### src/rtl/ssb_pkg.sv
package ssb_pkg;

   // read-port slots of the shared sine table
   localparam int P_CAR_SIN  = 0;
   localparam int P_CAR_COS  = 1;
   localparam int P_TONE_SIN = 2;
   localparam int P_TONE_COS = 3;
   localparam int N_PORTS    = 4;

   // round(sin(2*pi*idx/depth) * amp), evaluated by series expansion
   function automatic int sine_entry(input int idx, input int depth, input int amp);
      real pi;
      real th;
      real term;
      real acc;
      pi = 3.14159265358979323846;
      th = 2.0 * pi * idx / depth;
      if (th > pi) th = th - 2.0 * pi;
      if (th > pi / 2.0) th = pi - th;
      else if (th < -pi / 2.0) th = -pi - th;
      term = th;
      acc  = th;
      for (int n = 1; n < 11; n++) begin
         term = -term * th * th / ((2 * n) * (2 * n + 1));
         acc  = acc + term;
      end
      acc = acc * amp;
      if (acc >= 0.0) return $rtoi(acc + 0.5);
      else return -$rtoi(0.5 - acc);
   endfunction

endpackage

### src/rtl/ssb_sine_rom.sv
module ssb_sine_rom #(
   parameter int DEPTH     = 128,
   parameter int AMP_SHIFT = 10,
   parameter int NPORT     = 4,
   localparam int IDX_W    = $clog2(DEPTH),
   localparam int VAL_W    = AMP_SHIFT + 2
) (
   input  logic [NPORT-1:0][IDX_W-1:0] rd_idx,
   output logic [NPORT-1:0][VAL_W-1:0] rd_val
);

   localparam int AMP = 1 << AMP_SHIFT;

   logic [VAL_W-1:0] tbl [DEPTH];

   for (genvar g = 0; g < DEPTH; g++) begin : g_entry
      assign tbl[g] = VAL_W'(ssb_pkg::sine_entry(g, DEPTH, AMP));
   end

   for (genvar p = 0; p < NPORT; p++) begin : g_port
      assign rd_val[p] = tbl[rd_idx[p]];
   end

endmodule

### src/rtl/ssb_phase_gen.sv
module ssb_phase_gen #(
   parameter int DEPTH      = 128,
   parameter int CAR_STEP   = 8,
   parameter int PASS_LEN   = 4096,
   parameter int BIT_PASSES = 313,
   parameter int TONE_SUB   = 8,
   localparam int IDX_W     = $clog2(DEPTH)
) (
   input  logic             clk,
   input  logic             rst_n,
   input  logic             en,
   input  logic             phase_sel,
   output logic [IDX_W-1:0] car_idx,
   output logic [IDX_W-1:0] tone_idx
);

   localparam int TONE_DIV = BIT_PASSES * TONE_SUB;
   localparam int SMP_W    = $clog2(PASS_LEN);
   localparam int PAS_W    = $clog2(BIT_PASSES);
   localparam int REM_W    = $clog2(TONE_DIV);
   localparam logic [IDX_W-1:0] STEP = IDX_W'(CAR_STEP);
   localparam logic [IDX_W-1:0] HALF = IDX_W'(DEPTH / 2);

   logic [SMP_W-1:0] smp_q;
   logic [PAS_W-1:0] pas_q;
   logic [REM_W-1:0] rem_q;
   logic [IDX_W-1:0] car_q;
   logic [IDX_W-1:0] tone_q;

   logic pass_last, bit_last, rem_last;

   assign pass_last = (smp_q == SMP_W'(PASS_LEN - 1));
   assign bit_last  = pass_last && (pas_q == PAS_W'(BIT_PASSES - 1));
   assign rem_last  = (rem_q == REM_W'(TONE_DIV - 1));

   // sample within pass and carrier index
   always_ff @(posedge clk or negedge rst_n) begin
      if (!rst_n) begin
         smp_q <= '0;
         car_q <= '0;
      end else if (en) begin
         if (pass_last) begin
            smp_q <= '0;
            car_q <= '0;
         end else begin
            smp_q <= smp_q + 1'b1;
            car_q <= car_q + STEP;
         end
      end
   end

   // pass within symbol
   always_ff @(posedge clk or negedge rst_n) begin
      if (!rst_n) pas_q <= '0;
      else if (en && pass_last) pas_q <= bit_last ? '0 : pas_q + 1'b1;
   end

   // tone index: symbol position divided by TONE_DIV
   always_ff @(posedge clk or negedge rst_n) begin
      if (!rst_n) begin
         rem_q  <= '0;
         tone_q <= '0;
      end else if (en) begin
         if (bit_last) begin
            rem_q  <= '0;
            tone_q <= '0;
         end else if (rem_last) begin
            rem_q  <= '0;
            tone_q <= tone_q + 1'b1;
         end else begin
            rem_q <= rem_q + 1'b1;
         end
      end
   end

   assign car_idx  = car_q;
   assign tone_idx = tone_q + (phase_sel ? HALF : '0);

   a_r3_hold_when_idle : assert property (@(posedge clk) disable iff (!rst_n)
      !en |=> $stable(car_q) && $stable(tone_q) && $stable(smp_q) && $stable(rem_q));

   a_r5_carrier_step : assert property (@(posedge clk) disable iff (!rst_n)
      en && !pass_last |=> car_q == IDX_W'($past(car_q) + STEP));

   a_r6_tone_monotone : assert property (@(posedge clk) disable iff (!rst_n)
      en && !bit_last |=> IDX_W'(tone_q - $past(tone_q)) <= IDX_W'(1));

   a_r7_symbol_restart : assert property (@(posedge clk) disable iff (!rst_n)
      en && bit_last |=> car_q == '0 && tone_q == '0 && smp_q == '0 && pas_q == '0);

endmodule

### src/rtl/ssb_mixer.sv
module ssb_mixer #(
   parameter int AMP_SHIFT = 10,
   parameter int ENV_W     = 11,
   parameter int OUT_W     = 12,
   parameter int DAC_W     = 8,
   parameter int DAC_SHIFT = 3,
   localparam int VAL_W    = AMP_SHIFT + 2
) (
   input  logic                    clk,
   input  logic                    rst_n,
   input  logic                    en,
   input  logic signed [VAL_W-1:0] car_sin,
   input  logic signed [VAL_W-1:0] car_cos_raw,
   input  logic signed [VAL_W-1:0] tone_sin,
   input  logic signed [VAL_W-1:0] tone_cos_raw,
   input  logic [ENV_W-1:0]        env_mag,
   output logic signed [OUT_W-1:0] ssb_out,
   output logic [DAC_W-1:0]        dac_out,
   output logic                    sample_valid
);

   localparam int AMP    = 1 << AMP_SHIFT;
   localparam int PROD_W = 2 * VAL_W + 1;
   localparam int RAW_W  = VAL_W;
   localparam int EEF_W  = AMP_SHIFT + 1;
   localparam int SCL_W  = RAW_W + EEF_W + 1;
   localparam int DAC_MID = (1 << (DAC_W - 1)) - 1;
   localparam int DAC_TOP = (1 << DAC_W) - 1;
   localparam logic signed [OUT_W:0] MID_S = (OUT_W + 1)'(DAC_MID);
   localparam logic signed [OUT_W:0] TOP_S = (OUT_W + 1)'(DAC_TOP);

   // stage 1: quadrature product difference
   logic signed [VAL_W-1:0]  car_cos, tone_cos;
   logic signed [PROD_W-1:0] diff;
   logic signed [RAW_W-1:0]  raw_d, raw_q;
   logic [EEF_W-1:0]         env_d, env_q;
   logic                     v1_q;

   assign car_cos  = -car_cos_raw;
   assign tone_cos = -tone_cos_raw;
   assign diff = PROD_W'(car_sin) * PROD_W'(tone_cos) - PROD_W'(car_cos) * PROD_W'(tone_sin);
   assign raw_d = RAW_W'(diff >>> AMP_SHIFT);
   assign env_d = (env_mag > ENV_W'(AMP)) ? EEF_W'(AMP) : EEF_W'(env_mag);

   always_ff @(posedge clk or negedge rst_n) begin
      if (!rst_n) begin
         raw_q <= '0;
         env_q <= '0;
         v1_q  <= 1'b0;
      end else begin
         v1_q <= en;
         if (en) begin
            raw_q <= raw_d;
            env_q <= env_d;
         end
      end
   end

   // stage 2: envelope scaling and DAC mapping
   logic signed [SCL_W-1:0] scaled;
   logic signed [OUT_W-1:0] ssb_d, ssb_q;
   logic signed [OUT_W:0]   ssb_x, dac_sh;
   logic [DAC_W-1:0]        dac_d, dac_q;
   logic                    valid_q;

   assign scaled = SCL_W'(raw_q) * SCL_W'($signed({1'b0, env_q}));
   assign ssb_d  = OUT_W'(scaled >>> AMP_SHIFT);
   assign ssb_x  = {ssb_d[OUT_W-1], ssb_d};
   assign dac_sh = (ssb_x >>> DAC_SHIFT) + MID_S;

   always_comb begin
      if (dac_sh < 0) dac_d = '0;
      else if (dac_sh > TOP_S) dac_d = DAC_W'(DAC_TOP);
      else dac_d = DAC_W'(dac_sh);
   end

   always_ff @(posedge clk or negedge rst_n) begin
      if (!rst_n) begin
         ssb_q   <= '0;
         dac_q   <= DAC_W'(DAC_MID);
         valid_q <= 1'b0;
      end else begin
         valid_q <= v1_q;
         if (v1_q) begin
            ssb_q <= ssb_d;
            dac_q <= dac_d;
         end
      end
   end

   assign ssb_out      = ssb_q;
   assign dac_out      = dac_q;
   assign sample_valid = valid_q;

   a_r2_valid_latency : assert property (@(posedge clk) disable iff (!rst_n)
      en |-> ##2 valid_q);

   a_r2_no_spurious_valid : assert property (@(posedge clk) disable iff (!rst_n)
      !en |-> ##2 !valid_q);

   a_r9_zero_envelope : assert property (@(posedge clk) disable iff (!rst_n)
      en && env_mag == '0 |-> ##2 ssb_q == '0);

   a_r10_dac_side : assert property (@(posedge clk) disable iff (!rst_n)
      valid_q |-> (ssb_q >= 0) == (dac_q >= DAC_W'(DAC_MID)));

   a_r11_magnitude : assert property (@(posedge clk) disable iff (!rst_n)
      valid_q |-> (int'(ssb_q) <= AMP + 1) && (int'(ssb_q) >= -(AMP + 1)));

endmodule

### src/rtl/ssb_upconv.sv
module ssb_upconv #(
   parameter int TBL_DEPTH  = 128,
   parameter int AMP_SHIFT  = 10,
   parameter int CAR_STEP   = 8,
   parameter int PASS_LEN   = 4096,
   parameter int BIT_PASSES = 313,
   parameter int TONE_SUB   = 8,
   parameter int ENV_W      = 11,
   parameter int OUT_W      = 12,
   parameter int DAC_W      = 8,
   parameter int DAC_SHIFT  = 3
) (
   input  logic                    clk,
   input  logic                    rst_n,
   input  logic                    en,
   input  logic                    phase_sel,
   input  logic [ENV_W-1:0]        env_mag,
   output logic signed [OUT_W-1:0] ssb_out,
   output logic [DAC_W-1:0]        dac_out,
   output logic                    sample_valid
);

   localparam int IDX_W = $clog2(TBL_DEPTH);
   localparam int VAL_W = AMP_SHIFT + 2;
   localparam logic [IDX_W-1:0] QTR = IDX_W'(TBL_DEPTH / 4);

   // elaboration-time parameter checks
   if (TBL_DEPTH < 8 || (TBL_DEPTH & (TBL_DEPTH - 1)) != 0) begin : g_chk_depth
      $error("TBL_DEPTH must be a power of two of at least 8");
   end
   if (CAR_STEP < 1 || CAR_STEP >= TBL_DEPTH) begin : g_chk_step
      $error("CAR_STEP must lie in 1..TBL_DEPTH-1");
   end
   if (PASS_LEN < 2 || BIT_PASSES < 2 || TONE_SUB < 1) begin : g_chk_timing
      $error("PASS_LEN and BIT_PASSES need at least 2, TONE_SUB at least 1");
   end
   if (ENV_W < AMP_SHIFT + 1) begin : g_chk_env
      $error("ENV_W must hold the unity envelope value");
   end
   if (OUT_W < AMP_SHIFT + 2 || OUT_W + 1 <= DAC_W) begin : g_chk_out
      $error("OUT_W too narrow for the sample or the DAC mapping");
   end

   logic [IDX_W-1:0] car_idx, tone_idx;
   logic [ssb_pkg::N_PORTS-1:0][IDX_W-1:0] rd_idx;
   logic [ssb_pkg::N_PORTS-1:0][VAL_W-1:0] rd_val;

   ssb_phase_gen #(
      .DEPTH      (TBL_DEPTH),
      .CAR_STEP   (CAR_STEP),
      .PASS_LEN   (PASS_LEN),
      .BIT_PASSES (BIT_PASSES),
      .TONE_SUB   (TONE_SUB)
   ) u_phase (
      .clk       (clk),
      .rst_n     (rst_n),
      .en        (en),
      .phase_sel (phase_sel),
      .car_idx   (car_idx),
      .tone_idx  (tone_idx)
   );

   assign rd_idx[ssb_pkg::P_CAR_SIN]  = car_idx;
   assign rd_idx[ssb_pkg::P_CAR_COS]  = car_idx + QTR;
   assign rd_idx[ssb_pkg::P_TONE_SIN] = tone_idx;
   assign rd_idx[ssb_pkg::P_TONE_COS] = tone_idx + QTR;

   ssb_sine_rom #(
      .DEPTH     (TBL_DEPTH),
      .AMP_SHIFT (AMP_SHIFT),
      .NPORT     (ssb_pkg::N_PORTS)
   ) u_rom (
      .rd_idx (rd_idx),
      .rd_val (rd_val)
   );

   ssb_mixer #(
      .AMP_SHIFT (AMP_SHIFT),
      .ENV_W     (ENV_W),
      .OUT_W     (OUT_W),
      .DAC_W     (DAC_W),
      .DAC_SHIFT (DAC_SHIFT)
   ) u_mix (
      .clk          (clk),
      .rst_n        (rst_n),
      .en           (en),
      .car_sin      ($signed(rd_val[ssb_pkg::P_CAR_SIN])),
      .car_cos_raw  ($signed(rd_val[ssb_pkg::P_CAR_COS])),
      .tone_sin     ($signed(rd_val[ssb_pkg::P_TONE_SIN])),
      .tone_cos_raw ($signed(rd_val[ssb_pkg::P_TONE_COS])),
      .env_mag      (env_mag),
      .ssb_out      (ssb_out),
      .dac_out      (dac_out),
      .sample_valid (sample_valid)
   );

endmodule

### config.mk
export PLATFORM = sky130hd
export DESIGN_NAME = ssb_upconv
export DESIGN_NICKNAME = d
export VERILOG_FILES = /design/src/rtl/ssb_pkg.sv /design/src/rtl/ssb_sine_rom.sv /design/src/rtl/ssb_phase_gen.sv /design/src/rtl/ssb_mixer.sv /design/src/rtl/ssb_upconv.sv
export SDC_FILE = /design/constraint.sdc
export NUM_CORES = 1
export LEC_CHECK = 0
export BUFFER_PORTS_ARGS = -buffer_cell sky130_fd_sc_hd__buf_2
export CAP_MARGIN = 0
export CORE_MARGIN = 8
export CORE_UTILIZATION = 50
export DETAILED_ROUTE_END_ITERATION = 10
export PLACE_DENSITY = 0.66
export SLEW_MARGIN = 10
export SYNTH_ARGS = -nofsm -noshare
export SYNTH_HDL_FRONTEND = slang
export SYNTH_SLANG_ARGS = --single-unit
export TNS_END_PERCENT = 20
### constraint.sdc
create_clock -name clk -period 13 [get_ports clk]
set_input_delay 1.95 -clock clk [delete_from_list [all_inputs] [get_ports clk]]
set_output_delay 1.95 -clock clk [all_outputs]
set_load 0.1 [all_outputs]
==> run metrics <==
critical path fanouts, max 18; Tcrit/Tclk final 0.857; Async SR Flop Fraction 1.00; Worst Hold Class flop to flop; CTS root buf clkbuf_16; slowest CP cell xor2_1; GP Congestion 0.981; busiest grt layer met2; drt wl/cell 18.2 µm; ys flop type dfrtp_1; met2 usage 0.399; vias per cell 5.43; hold_sp u_phase.pas_q[7]$_DFFE_PN0P_; grt ovf 0; H-tree levels 3; Req. time, crit path 13280 ps; first-pass GRT wire length 94700 µm; IO buf count 35; TNS Setup 0 ps; register area share after synthesis 0.100; Max Transition Viols Final 0; Post-route DRC 0; DPL Wire Length 47200 µm; Initial Util 0.505; sink of the worst hold path u_phase.pas_q[7]$_DFFE_PN0P_; CTS tree built; Crit path largest cell delay 690 ps; Critical Path Most Common Cell fa_1; synth unique cells 107; Initial DRT Pass Iterations 7; M1 GR Usage 0.297; final-report setup violation count 0; status finished, final reports clean; fin crit period 11150 ps; clk_lat worst skew 350 ps; Setup Fix Bufs, Post-CTS 0; setup slack, reg-to-reg 1860 ps; CP Launch Point phase_sel; final hold viol count 0; slew at the pin closest to its max-slew limit 1320 ps; Clock Tree Buf Depth 2; Cell Area, Synth 22300 µm²; hold_buf cts 0; CTS Buf Count 9; CP startpoint kind input pin; ant diodes 0; Clock Sink Count 89; WL final 56700 µm; GRT Total Usage 0.230; Worst EP arrival 11430 ps; IO Count 36; Setup crit end kind flop; Worst slew margin 0.118; worst reg2reg path depth 34; Syn Area/Cell 8.79 µm²; R2R Path Start u_phase.tone_q[0]$_DFFE_PN0P_; antenna violations before repair 0; clk_skew 7.42 ps; Peak Freq 89.7 MHz; # nets final 3121; clock-pin slew on the worst setup and hold paths 80 ps; post-route ant nets 0; Post-Syn Instances 2534; most frequent cells after synthesis 547 x inv_1, 404 x fa_1, 275 x nand2_1, 216 x nor2_1, 178 x ha_1; vias 16.9k; top cells by area, synth fa_1 36%, ha_1 10%, inv_1 9.2%, dfrtp_1 9.2%, nand2_1 4.6%; DIE HEIGHT 227 µm; Max-Cap Viols 0; Warnings, synthesis 0; Synth area leader fa_1; number of synthesized flops with an enable pin 0; met3 Use GR 0.0298; Worst Hold Depth 1; reg-to-reg endpoint u_mix.raw_q[11]$_DFFE_PN0P_; drt initial violations 1312; Die Wd 227 µm; largest net degree at the start of global routing 78; core area 44100 µm²; vias in the first global route 18.3k; most frequent cell after synthesis inv_1; synthesis-stage register bit count 89; Crit Path Class input pin to flop; RSZ-0062 raised after global routing false; layout cell share with drive strength beyond 1 0.0609; # rows 77; Fillers 4227; top-area cell type share of the netlist area 0.363; Area Growth Syn to Fin 4.44%; Die Area 51600 µm²; CTS resizes 0
-- how the worst max path moves through the flow --
| stage | to | slack, ps | depth (start not counted) |
|---|---|---|---|
| global placement | u_mix.raw_q[11]$_DFFE_PN0P_ | 1740 | 33 |
| global route | u_mix.raw_q[11]$_DFFE_PN0P_ | 1190 | 32 |
| CTS | u_mix.raw_q[11]$_DFFE_PN0P_ | 1880 | 34 |
| finish | u_mix.raw_q[11]$_DFFE_PN0P_ | 1850 | 32 |
| detailed placement | u_mix.raw_q[11]$_DFFE_PN0P_ | 1540 | 32 |
| floorplan | u_mix.raw_q[11]$_DFFE_PN0P_ | 2960 | 32 |
-- sequential cells by signal (all words and copies together) (netlist names) --
signal,cells
u_mix.raw_q,12
u_mix.ssb_out,12
u_phase.rem_q,12
u_phase.smp_q,12
u_mix.env_q,11
u_phase.pas_q,9
u_mix.dac_out,8
u_phase.tone_q,7
u_phase.car_idx,4
u_mix.sample_valid,1
u_mix.v1_q,1
-- critical path: cells and delay by family --
family,cells,cell delay (ps)
fa+ha+maj,8,3840
xor+xnor,3,1560
buf+inv,6,390
compound gates,9,2170
simple gates,6,1520
-- cells by family (layout without fill, tap and decap cells) --
group	count (synthesis)	in the layout	share of synthesized area
and+or+nand+nor	769	769	0.163
buffers and inverters	654	626	0.116
adders and majority gates	582	582	0.463
AOI/OAI and AO/OA	272	272	0.0841
xor gates and xnor gates	119	119	0.0481
DFF	89	89	0.100
muxes	47	47	0.0252
other	2	25	0.000337
-- placed cells by master, fill, tap and decap left out, drive strengths merged, types with 63 or more instances in the layout --
| cell | count |
|---|---|
| xnor2 | 73 |
| nand2 | 275 |
| o21ai | 64 |
| and2 | 76 |
| nor2 | 217 |
| fa | 404 |
| ha | 178 |
| inv | 552 |
| dfrtp | 82 |
| a21oi | 63 |
-- layout make-up --
| type | instances | area, µm² | share of cell area |
|---|---|---|---|
| Multi-Input combinational cell | 1814 | 17500 | 0.754 |
| Sequential cell | 89 | 2240 | 0.0961 |
| Inverter | 550 | 2060 | 0.0888 |
| Tap cell | 592 | 741 | 0.0318 |
| Timing Repair Buffer | 60 | 365 | 0.0157 |
| Clock buffer | 9 | 225 | 0.00968 |
| Clock inverter | 7 | 83.8 | 0.00360 |
-- per-stage QoR --
| step | cells | hold slack [ps] | area [µm²] | worst slack [ps] | utilization |
|---|---|---|---|---|---|
| final | 3121 | 491 | 23300 | 1850 | 0.527 |
| after global routing | 3121 | 518 | 23300 | 1190 | 0.527 |
| after CTS | 3121 | 489 | 23300 | 1880 | 0.527 |
| after detailed placement | 3105 | 477 | 23000 | 1540 | 0.520 |
| after global placement | 3105 | 472 | 23000 | 1740 | 0.520 |
| after floorplan | 2557 | 352 | 22400 | 2960 | - |
-- layer usage --
metal / wire length, µm / up-vias / share of wire
li1: - / 7728 / -
met1: 23400 / 8547 / 0.41
met2: 28000 / 540 / 0.49
met3: 3310 / 126 / 0.058
met4: 1990 / 0 / 0.035
met5: 0 / - / 0
Power is not shown: default switching activity piles up to over one toggle a cycle in this logic, so the estimate is an artifact.
